<file path="src/rtl/plr_pkg.sv">
package plr_pkg;

  typedef enum logic [1:0] {
    RES_OK      = 2'd0,
    RES_NO_PHY  = 2'd1,
    RES_AN_TMO  = 2'd2,
    RES_LINK_DN = 2'd3
  } plr_res_e;

  typedef enum logic [3:0] {
    S_IDLE, S_SCAN, S_STAT0, S_ADV, S_CTL,
    S_AN_RD, S_AN_GAP, S_LK_RD, S_LK_GAP, S_GSTAT, S_RSTAT
  } plr_state_e;

  typedef struct packed {
    logic giga;
    logic fast;
    logic full;
  } plr_mode_t;

  // management register numbers
  localparam logic [4:0] REG_CTL   = 5'd0;
  localparam logic [4:0] REG_STAT  = 5'd1;
  localparam logic [4:0] REG_ID1   = 5'd2;
  localparam logic [4:0] REG_ADV   = 5'd4;
  localparam logic [4:0] REG_GSTAT = 5'd10;

  // write values: all 10/100 abilities + selector; negotiation enable + restart
  localparam logic [15:0] ADV_VAL = 16'h01E1;
  localparam logic [15:0] CTL_VAL = 16'h1200;

  // status bit positions
  localparam int STAT_LINK   = 2;
  localparam int STAT_ANDONE = 5;
  localparam int STAT_10H    = 11;
  localparam int STAT_10F    = 12;
  localparam int STAT_100H   = 13;
  localparam int STAT_100F   = 14;
  localparam int GSTAT_1000H = 10;
  localparam int GSTAT_1000F = 11;

endpackage

</file>
<file path="src/rtl/plr_rst_sync.sv">
module plr_rst_sync (
  input  logic clk,
  input  logic rst_n,
  output logic rst_sync_n
);
  logic [1:0] sync_q;

  always_ff @(posedge clk or negedge rst_n) begin
    if (!rst_n) sync_q <= 2'b00;
    else        sync_q <= {sync_q[0], 1'b1};
  end

  assign rst_sync_n = sync_q[1];
endmodule

</file>
<file path="src/rtl/plr_poll_timer.sv">
module plr_poll_timer #(
  parameter int POLL_GAP = 25000,
  parameter int POLL_MAX = 1000
) (
  input  logic clk,
  input  logic rst_n,
  input  logic clear,
  input  logic fail,
  output logic gap_busy,
  output logic exhausted
);
  localparam int CNT_W = $clog2(POLL_MAX + 1);
  localparam int GAP_W = $clog2(POLL_GAP + 1);
  localparam logic [CNT_W-1:0] CNT_MAX = CNT_W'(POLL_MAX);
  localparam logic [GAP_W-1:0] GAP_LD  = GAP_W'(POLL_GAP);

  logic [CNT_W-1:0] cnt_q, cnt_d;
  logic [GAP_W-1:0] gap_q, gap_d;

  always_comb begin
    cnt_d = cnt_q;
    gap_d = (gap_q != '0) ? gap_q - 1'b1 : gap_q;
    if (clear) begin
      cnt_d = '0;
      gap_d = '0;
    end else if (fail) begin
      cnt_d = cnt_q + 1'b1;
      gap_d = GAP_LD;
    end
  end

  always_ff @(posedge clk or negedge rst_n) begin
    if (!rst_n) begin
      cnt_q <= '0;
      gap_q <= '0;
    end else begin
      cnt_q <= cnt_d;
      gap_q <= gap_d;
    end
  end

  assign gap_busy  = (gap_q != '0);
  assign exhausted = (cnt_q == CNT_MAX);

  AST_BUDGET_BOUND: assert property (@(posedge clk) disable iff (!rst_n)
    cnt_q <= CNT_MAX);
  AST_READ_WITH_BUDGET: assert property (@(posedge clk) disable iff (!rst_n)
    fail |-> (cnt_q < CNT_MAX));
endmodule

</file>
<file path="src/rtl/plr_mode_resolve.sv">
module plr_mode_resolve
  import plr_pkg::*;
#(
  parameter bit GIGA_EN = 1'b1
) (
  input  logic [15:0] gstat,
  input  logic [15:0] stat,
  output plr_mode_t   mode
);
  logic g_full, g_half;

  generate
    if (GIGA_EN) begin : g_giga_on
      assign g_full = gstat[GSTAT_1000F];
      assign g_half = gstat[GSTAT_1000H];
    end else begin : g_giga_off
      assign g_full = 1'b0;
      assign g_half = 1'b0;
    end
  endgenerate

  always_comb begin
    mode = '0;
    if (g_full)               mode = '{giga: 1'b1, fast: 1'b0, full: 1'b1};
    else if (g_half)          mode = '{giga: 1'b1, fast: 1'b0, full: 1'b0};
    else if (stat[STAT_100F]) mode = '{giga: 1'b0, fast: 1'b1, full: 1'b1};
    else if (stat[STAT_10F])  mode = '{giga: 1'b0, fast: 1'b0, full: 1'b1};
    else if (stat[STAT_100H]) mode = '{giga: 1'b0, fast: 1'b1, full: 1'b0};
    else                      mode = '0;
  end
endmodule

</file>
<file path="src/rtl/phy_link_resolver.sv">
module phy_link_resolver
  import plr_pkg::*;
#(
  parameter int NUM_ADDR = 32,
  parameter int POLL_GAP = 25000,
  parameter int POLL_MAX = 1000,
  parameter bit GIGA_EN  = 1'b1,
  parameter int CTRL_W   = 16,
  parameter int FULL_BIT = 8,
  parameter int GIGA_BIT = 9,
  parameter int FAST_BIT = 11
) (
  input  logic              clk,
  input  logic              rst_n,
  input  logic              start,
  output logic              mdio_req,
  output logic              mdio_wr,
  output logic [4:0]        mdio_phy,
  output logic [4:0]        mdio_reg,
  output logic [15:0]       mdio_wdata,
  input  logic [15:0]       mdio_rdata,
  input  logic              mdio_done,
  input  logic [CTRL_W-1:0] ctrl_in,
  output logic [CTRL_W-1:0] ctrl_out,
  output logic [4:0]        phy_addr,
  output logic              link_up,
  output logic              done,
  output logic [1:0]        result
);
  localparam logic [4:0] LAST_ADDR = 5'(NUM_ADDR - 1);

  logic rst_sync_n;
  plr_state_e state_q, state_d;
  logic [4:0]        addr_q, addr_d;
  logic [15:0]       gstat_q, gstat_d;
  logic [CTRL_W-1:0] ctrl_q, ctrl_d;
  logic              link_q, link_d;
  logic              done_q, done_d;
  plr_res_e          res_q, res_d;
  logic              tmr_clear, tmr_fail, gap_busy, exhausted;
  logic              id_ok;
  plr_mode_t         mode;

  plr_rst_sync u_rst (
    .clk        (clk),
    .rst_n      (rst_n),
    .rst_sync_n (rst_sync_n)
  );

  plr_poll_timer #(
    .POLL_GAP (POLL_GAP),
    .POLL_MAX (POLL_MAX)
  ) u_timer (
    .clk       (clk),
    .rst_n     (rst_sync_n),
    .clear     (tmr_clear),
    .fail      (tmr_fail),
    .gap_busy  (gap_busy),
    .exhausted (exhausted)
  );

  plr_mode_resolve #(
    .GIGA_EN (GIGA_EN)
  ) u_resolve (
    .gstat (gstat_q),
    .stat  (mdio_rdata),
    .mode  (mode)
  );

  assign id_ok = (mdio_rdata != 16'hFFFF) && (mdio_rdata != 16'h0000);

  // management command decode
  always_comb begin
    mdio_req   = 1'b1;
    mdio_wr    = 1'b0;
    mdio_reg   = REG_STAT;
    mdio_wdata = 16'h0000;
    unique case (state_q)
      S_SCAN:  mdio_reg = REG_ID1;
      S_STAT0, S_AN_RD, S_LK_RD, S_RSTAT: mdio_reg = REG_STAT;
      S_GSTAT: mdio_reg = REG_GSTAT;
      S_ADV: begin
        mdio_wr    = 1'b1;
        mdio_reg   = REG_ADV;
        mdio_wdata = ADV_VAL;
      end
      S_CTL: begin
        mdio_wr    = 1'b1;
        mdio_reg   = REG_CTL;
        mdio_wdata = CTL_VAL;
      end
      default: mdio_req = 1'b0;
    endcase
  end
  assign mdio_phy = addr_q;

  // next-state logic
  always_comb begin
    state_d   = state_q;
    addr_d    = addr_q;
    gstat_d   = gstat_q;
    ctrl_d    = ctrl_q;
    link_d    = link_q;
    res_d     = res_q;
    done_d    = 1'b0;
    tmr_clear = 1'b0;
    tmr_fail  = 1'b0;
    unique case (state_q)
      S_IDLE: if (start) begin
        addr_d  = 5'd0;
        link_d  = 1'b0;
        state_d = S_SCAN;
      end
      S_SCAN: if (mdio_done) begin
        if (id_ok)                  state_d = S_STAT0;
        else if (addr_q == LAST_ADDR) begin
          done_d  = 1'b1;
          res_d   = RES_NO_PHY;
          state_d = S_IDLE;
        end else                    addr_d = addr_q + 5'd1;
      end
      S_STAT0: if (mdio_done) begin
        if (mdio_rdata[STAT_LINK]) state_d = GIGA_EN ? S_GSTAT : S_RSTAT;
        else                       state_d = S_ADV;
      end
      S_ADV: if (mdio_done) state_d = S_CTL;
      S_CTL: if (mdio_done) begin
        tmr_clear = 1'b1;
        state_d   = S_AN_RD;
      end
      S_AN_RD: if (mdio_done) begin
        if (mdio_rdata[STAT_ANDONE]) begin
          tmr_clear = 1'b1;
          state_d   = S_LK_RD;
        end else begin
          tmr_fail = 1'b1;
          state_d  = S_AN_GAP;
        end
      end
      S_AN_GAP: begin
        if (exhausted) begin
          done_d  = 1'b1;
          res_d   = RES_AN_TMO;
          state_d = S_IDLE;
        end else if (!gap_busy) state_d = S_AN_RD;
      end
      S_LK_RD: if (mdio_done) begin
        if (mdio_rdata[STAT_LINK]) state_d = GIGA_EN ? S_GSTAT : S_RSTAT;
        else begin
          tmr_fail = 1'b1;
          state_d  = S_LK_GAP;
        end
      end
      S_LK_GAP: begin
        if (exhausted) begin
          done_d  = 1'b1;
          res_d   = RES_LINK_DN;
          state_d = S_IDLE;
        end else if (!gap_busy) state_d = S_LK_RD;
      end
      S_GSTAT: if (mdio_done) begin
        gstat_d = mdio_rdata;
        state_d = S_RSTAT;
      end
      S_RSTAT: if (mdio_done) begin
        ctrl_d           = ctrl_in;
        ctrl_d[GIGA_BIT] = mode.giga;
        ctrl_d[FAST_BIT] = mode.fast;
        ctrl_d[FULL_BIT] = mode.full;
        link_d           = 1'b1;
        done_d           = 1'b1;
        res_d            = RES_OK;
        state_d          = S_IDLE;
      end
      default: state_d = S_IDLE;
    endcase
  end

  // registers
  always_ff @(posedge clk or negedge rst_sync_n) begin
    if (!rst_sync_n) begin
      state_q <= S_IDLE;
      addr_q  <= 5'd0;
      gstat_q <= 16'h0000;
      ctrl_q  <= '0;
      link_q  <= 1'b0;
      done_q  <= 1'b0;
      res_q   <= RES_OK;
    end else begin
      state_q <= state_d;
      addr_q  <= addr_d;
      gstat_q <= gstat_d;
      ctrl_q  <= ctrl_d;
      link_q  <= link_d;
      done_q  <= done_d;
      res_q   <= res_d;
    end
  end

  assign ctrl_out = ctrl_q;
  assign phy_addr = addr_q;
  assign link_up  = link_q;
  assign done     = done_q;
  assign result   = res_q;

  AST_REQ_HELD: assert property (@(posedge clk) disable iff (!rst_sync_n)
    (mdio_req && !mdio_done) |=> (mdio_req && $stable(mdio_phy) && $stable(mdio_reg)
                                  && $stable(mdio_wr) && $stable(mdio_wdata)));
  AST_NO_REQ_AT_DONE: assert property (@(posedge clk) disable iff (!rst_sync_n)
    done |-> !mdio_req);
  AST_DONE_SINGLE: assert property (@(posedge clk) disable iff (!rst_sync_n)
    done |=> !done);
  AST_OK_MEANS_LINK: assert property (@(posedge clk) disable iff (!rst_sync_n)
    (done && result == RES_OK) |-> link_up);
  AST_CTRL_ONLY_AT_DONE: assert property (@(posedge clk) disable iff (!rst_sync_n)
    !$stable(ctrl_out) |-> (done && result == RES_OK));
  AST_GIGA_FAST_EXCL: assert property (@(posedge clk) disable iff (!rst_sync_n)
    !(ctrl_out[GIGA_BIT] && ctrl_out[FAST_BIT]));

  generate
    if (!GIGA_EN) begin : g_chk_nogiga
      AST_NO_GIGA_OFF: assert property (@(posedge clk) disable iff (!rst_sync_n)
        !ctrl_out[GIGA_BIT] && !(mdio_req && mdio_reg == REG_GSTAT));
    end
  endgenerate
endmodule

</file>
<file path="config.mk">
export PLATFORM = sky130hd
export DESIGN_NAME = phy_link_resolver
export DESIGN_NICKNAME = d
export VERILOG_FILES = /design/src/rtl/plr_pkg.sv /design/src/rtl/plr_rst_sync.sv /design/src/rtl/plr_poll_timer.sv /design/src/rtl/plr_mode_resolve.sv /design/src/rtl/phy_link_resolver.sv
export SDC_FILE = /design/constraint.sdc
export NUM_CORES = 1
export LEC_CHECK = 0
export CAP_MARGIN = 20
export CORE_MARGIN = 10
export CORE_UTILIZATION = 55
export CTS_CLUSTER_DIAMETER = 50
export DETAILED_ROUTE_END_ITERATION = 8
export GPL_TIMING_DRIVEN = 1
export PLACE_DENSITY = 0.87
export SYNTH_ARGS = -nofsm -noshare
export SYNTH_HDL_FRONTEND = slang
export SYNTH_HIERARCHICAL = 1
export SYNTH_SLANG_ARGS = --single-unit
export TNS_END_PERCENT = 100
</file>
<file path="constraint.sdc">
create_clock -name clk -period 6.8 [get_ports clk]
set_input_delay 0.68 -clock clk [delete_from_list [all_inputs] [get_ports clk]]
set_output_delay 0.68 -clock clk [all_outputs]
set_load 0.01 [all_outputs]
</file>
; Yosys cells after proc, flatten, opt, wreduce, memory -nomap -nowiden
; Cells that the tools add are included.
; W data, S select, Z words.
[word_totals]
register_bits = 68
inputBits = 36
output_inout_bits = 53
word_cells = 123
[classes]
add_sub_neg = 3
eq_ne = 30
mux = 62
n_reduce_logical = 18
[ops]
columns = op, n
row1 = $mux W4, 16
row2 = $mux W15, 3
row3 = $pmux W4 S11, 1
row4 = $ne A2 B2 Y1 const B, 14
row5 = $pmux W13 S2, 1
row6 = $mux W10, 2
row7 = $mux W5, 4
row8 = $mux W1, 17
row9 = $eq A4 B3 Y1 const B, 4
row10 = $ne A16 B16 Y1 const B, 1
row11 = $pmux W4 S4, 1
row12 = $reduce_bool A16 Y1, 1
row13 = $reduce_bool A15 Y1, 1
row14 = $sub A15 B1 Y15 const B, 1
row15 = $mux W2, 7
row16 = $eq A4 B4 Y1 const B, 3
row17 = $mux W3, 4
row18 = $reduce_and A12 Y1, 1
row19 = $add A10 B1 Y10 const B, 1
row20 = $eq A10 B10 Y1 const B, 1
row21 = $pmux W5 S2, 1
row22 = $ne A3 B3 Y1 const B, 3
row23 = $eq A4 B2 Y1 const B, 2
row24 = $pmux W2 S4, 1
row25 = other kinds (16), 22

; Logic depth before layout (Yosys ltp)
[logic_depth]
word_depth = 5
depth_mapped = 9
ltp_nobuf = 9

; Cells and area by module
; The synthesis kept the hierarchy.
[by_module_without_submodules]
columns = mod, instances, cells_each, area_each_um2, seq_area_each_um2
row1 = phy_link_resolver, 1, 224, 2407.3, 1126.1
row2 = plr_poll_timer, 1, 142, 1318.8, 625.6
row3 = plr_rst_sync, 1, 3, 53.8, 50.0
row4 = plr_mode_resolve, 1, 6, 38.8, 0.0

; Worst setup path before layout
; Ideal clock, no wire load.
[synth_timing]
path_kind = input to register
start = input port mdio_done
end = register u_timer.cnt_q[5]
setup_ns = 0.078
arrival_ns = 2.413
required_time_ns = 6.722
setup_slack_ns = 4.310
stages = 5
path_cell_list = nand2_1 > a2111oi_0 > nand4_1 > or3_1 > a21oi_1
[synth_between]
elab_chain_cells = 3
elab_cells_between_ends = 8
[synth_rtl]
columns = element, line
row1 = from (decl), phy_link_resolver.sv:22  ; input logic mdio_done,
row2 = $mux W1 (on tied branches), "phy_link_resolver.sv:147, phy_link_resolver.sv:131"
row3 = $pmux W1 S2 *, phy_link_resolver.sv:108  ; unique case (state_q)
row4 = net tmr_fail, phy_link_resolver.sv:40  ; logic tmr_clear, tmr_fail, gap_busy, exhausted;
row5 = $reduce_bool A2 Y1 (no line) *, -
row6 = to (signal assigned), plr_poll_timer.sv:37  ; cnt_q <= cnt_d;
row7 = to (decl), plr_poll_timer.sv:17  ; logic [CNT_W-1:0] cnt_q, cnt_d;
; Mark *: on every way through the listed nets, which the timed path passes. The rest lies on a longest branch.
; A chain may end at the register's enable or synchronous reset.

; Worst setup path after layout
[layout_timing]
start = register state_q[3]
end = output port mdio_reg[0]
[layout_between]
elab_chain_cells = 2
elab_cells_between_ends = 5
[layout_rtl]
columns = element, line
row1 = from (decl), phy_link_resolver.sv:33  ; plr_state_e state_q, state_d;
row2 = from (signal assigned), phy_link_resolver.sv:190  ; state_q <= state_d;
row3 = "$eq A4 B3 Y1, or another cell as far along", phy_link_resolver.sv:78  ; unique case (state_q)
row4 = $pmux W4 S4 *, phy_link_resolver.sv:78
row5 = to (decl), phy_link_resolver.sv:19  ; output logic [4:0] mdio_reg,
; Mark *: on every way between the ends. The rest lies on a longest branch, timed or not.

==> flow_summary_export.csv <==
group,metric,value,unit
worst_setup_path,cpPeakStageDelay,0.65,ns
detailed_routing,drt_drc_violations_left,0,
global_route,met3_usage,3.63,%
placed_design,dpl_worst_slack,3.89,ns
timing,period_needed,3.23,ns
worst_setup_path,cp_data_arrival_time,2.55,ns
detailed_routing,dr.pass1.iters,4,
clock_tree,cts_made_buffers,9,
clock_tree,worst_skew_pair.late_latency,0.35,ns
timing,setup_viol_count_final,0,
worst_setup_path,critPathMaxFanout,15,
layout,drive_above_1_share,13.0,%
timing,slew_violations,0,
worst_setup_path,r2r_cells,9,
yosys,synth-warning-count,6,
timing,hold_violations,0,
hold_path,hp-class,"reg -> async",
layout,final_util,71.5,%
worst_setup_path,slowest_stage,"dfrtp_1",
global_route,grt_usage,17.0,%
clock_tree,clkSinkCount,58,
power,powerDensity,423,nW/um^2
worst_setup_path,crit_type,"reg -> out",
worst_setup_path,cp_cell_sequence,"inv_1 > nand2_1 > nor3_1 > or2_2 > nor2_1 > clkdlybuf4s50_1",
placed_design,hpwl,6010,um
layout,fin_nets,451,
layout,diodes,0,
clock_tree,path_clk_slew,0.07,ns
placed_design,place.gp.congestion,0.904,
clock_tree,cts_resized,0,
worst_setup_path,cp.required,6.12,ns
power,p_leak,1.78,nW
timing,max_slew_margin,57.4,%
flow_run,max-cap-violations,0,
global_route,use_met1,19.1,%
global_route,antenna_found_initial,0,
global_route,use_met2,29.8,%
timing,fin_worst_skew,0.0110,ns
timing,fin_tns_setup,0,ns
clock_tree,cts_max_path_buffers,2,
global_route,grt-busiest-layer,"met2",
clock_tree,htree_levels,3,
global_route,overflow,0,
floorplanning,fp.dieW,97.6,um
layout,areaGrowthSynthToFinish,27.1,%
floorplanning,fp.coreArea,5890,sq um
global_route,grt_pass1_wl,13700,um
global_route,grt_pass1_vias,2819,
run_status,status,"completed",
yosys,synth_area,3310,sq um
timing,clock.fmax,310,MHz
timing,fin_ws,3.57,ns
detailed_routing,wl_per_cell,16.6,um
floorplanning,die_area,9520,sq um
clock_tree,post_cts_buffers,0,
floorplanning,rows,28,
floorplanning,io_pins,89,
timing,worst_pin_slew,0.634,ns
floorplanning,fp.dieH,97.6,um
detailed_routing,drt-initial-drc-count,157,
placed_design,io_buffers,75,
global_route,grt_max_degree,51,
clock_tree,clock-root-buffer,"clkbuf_8",
timing,rsz0062_at_grt,"false",
detailed_routing,vias_per_cell,5.77,
yosys,syn_inst,347,
detailed_routing,antenna_left,0,
worst_setup_path,start_kind,"flop",
detailed_routing,num_vias,2826,
power,irDropWorstVdd,0.000290,V
floorplanning,start_util,56.2,%
detailed_routing,wl,8150,um
clock_tree,ctsHoldBuffers,0,
power,power,1.78,mW
worst_setup_path,end_kind,"primary output",
timing,fin_crit_sh,47.5,%
yosys,syn_area_per_cell,9.54,sq um
clock_tree,cts_tree,"yes",
flip-flops by register name, indices dropped and copies added (netlist names):
signal and count:
state_q 4, gstat_q 2, u_timer/gap_q 15, link_up 1, result 2, mdio_phy 5
ctrl_out 16, done 1, u_timer/cnt_q 10, u_rst/sync_q 2
final cells by class:
type	count	area, sq um
clock buffers	10	138
clock inverters	6	66.3
flip-flops and latches	58	1450
fillers	417	1680
inverters	12	45.0
multi-input cells	251	1640
well taps	75	93.8
repair buffers	78	773
cell usage in the layout (no fill, tap or decap), types with 3 or more instances in the layout:
cell,n
mux2_2,18
clkinvlp_4,3
xnor2_1,7
inv_1,12
a31oi_1,4
dfrtp_1,57
and4_1,3
conb_1,11
and3_1,7
a21oi_1,12
ha_1,5
nor3b_1,3
nand2_1,21
o211ai_1,4
nor2_1,34
o21ai_0,10
nand3_1,10
nand4_1,14
nor3_1,16
nor4_1,7
buf_4,3
clkdlybuf4s50_1,75
or2_2,3
clkbuf_8,10
xor2_1,7
o22a_1,3
and2_1,3
or3_1,6
nand2b_1,8
routing by layer:
layer / up-vias / wire, um
met3: 12 / 516
met1: 1363 / 3240
met5: - / 0
met2: 110 / 4260
met4: 0 / 132
li1: 1341 / -
metrics by stage:
stage | instance area, sq um | instances | hold WS (ns)
finish | 4210 | 490 | 0.0811
global route | 4210 | 490 | 0.0977
CTS | 4210 | 490 | 0.0887
detailed placement | 4000 | 474 | 0.0919
global placement | 4000 | 474 | 0.0844
floorplan | 3340 | 356 | 0.331
worst max-delay path: cells and delay by family, from the launching register on:
family        cells  cell delay [ns]
simple gates      4             0.77
flops             1             0.65
buf+inv           2             0.79
report_power, final:
group,switching [mW],internal [mW]
combinational,0.390,0.435
clock,0.147,0.179
sequential,0.156,0.472
total,0.692,1.09
path summary, 6_finish.rpt:
path | startpoint | endpoint | slack (ns)
max reg2reg | u_timer/gap_q[0]$_DFFE_PN0P_ | state_q[0]$_DFFE_PN0P_ | 4.04
min in group clk | u_rst/sync_q[0]$_DFF_PN0_ | u_rst/sync_q[1]$_DFF_PN0_ | 0.36
min reg2reg | u_rst/sync_q[1]$_DFF_PN0_ | ctrl_out[13]$_DFFE_PN0P_ | 0.08
max in group asynchronous | u_rst/sync_q[1]$_DFF_PN0_ | u_timer/cnt_q[7]$_DFFE_PN0P_ | 5.86
max | state_q[3]$_DFFE_PN0P_ | mdio_reg[0] | 3.57
min | u_rst/sync_q[1]$_DFF_PN0_ | ctrl_out[13]$_DFFE_PN0P_ | 0.08
(Power assumes the default switching activity.)
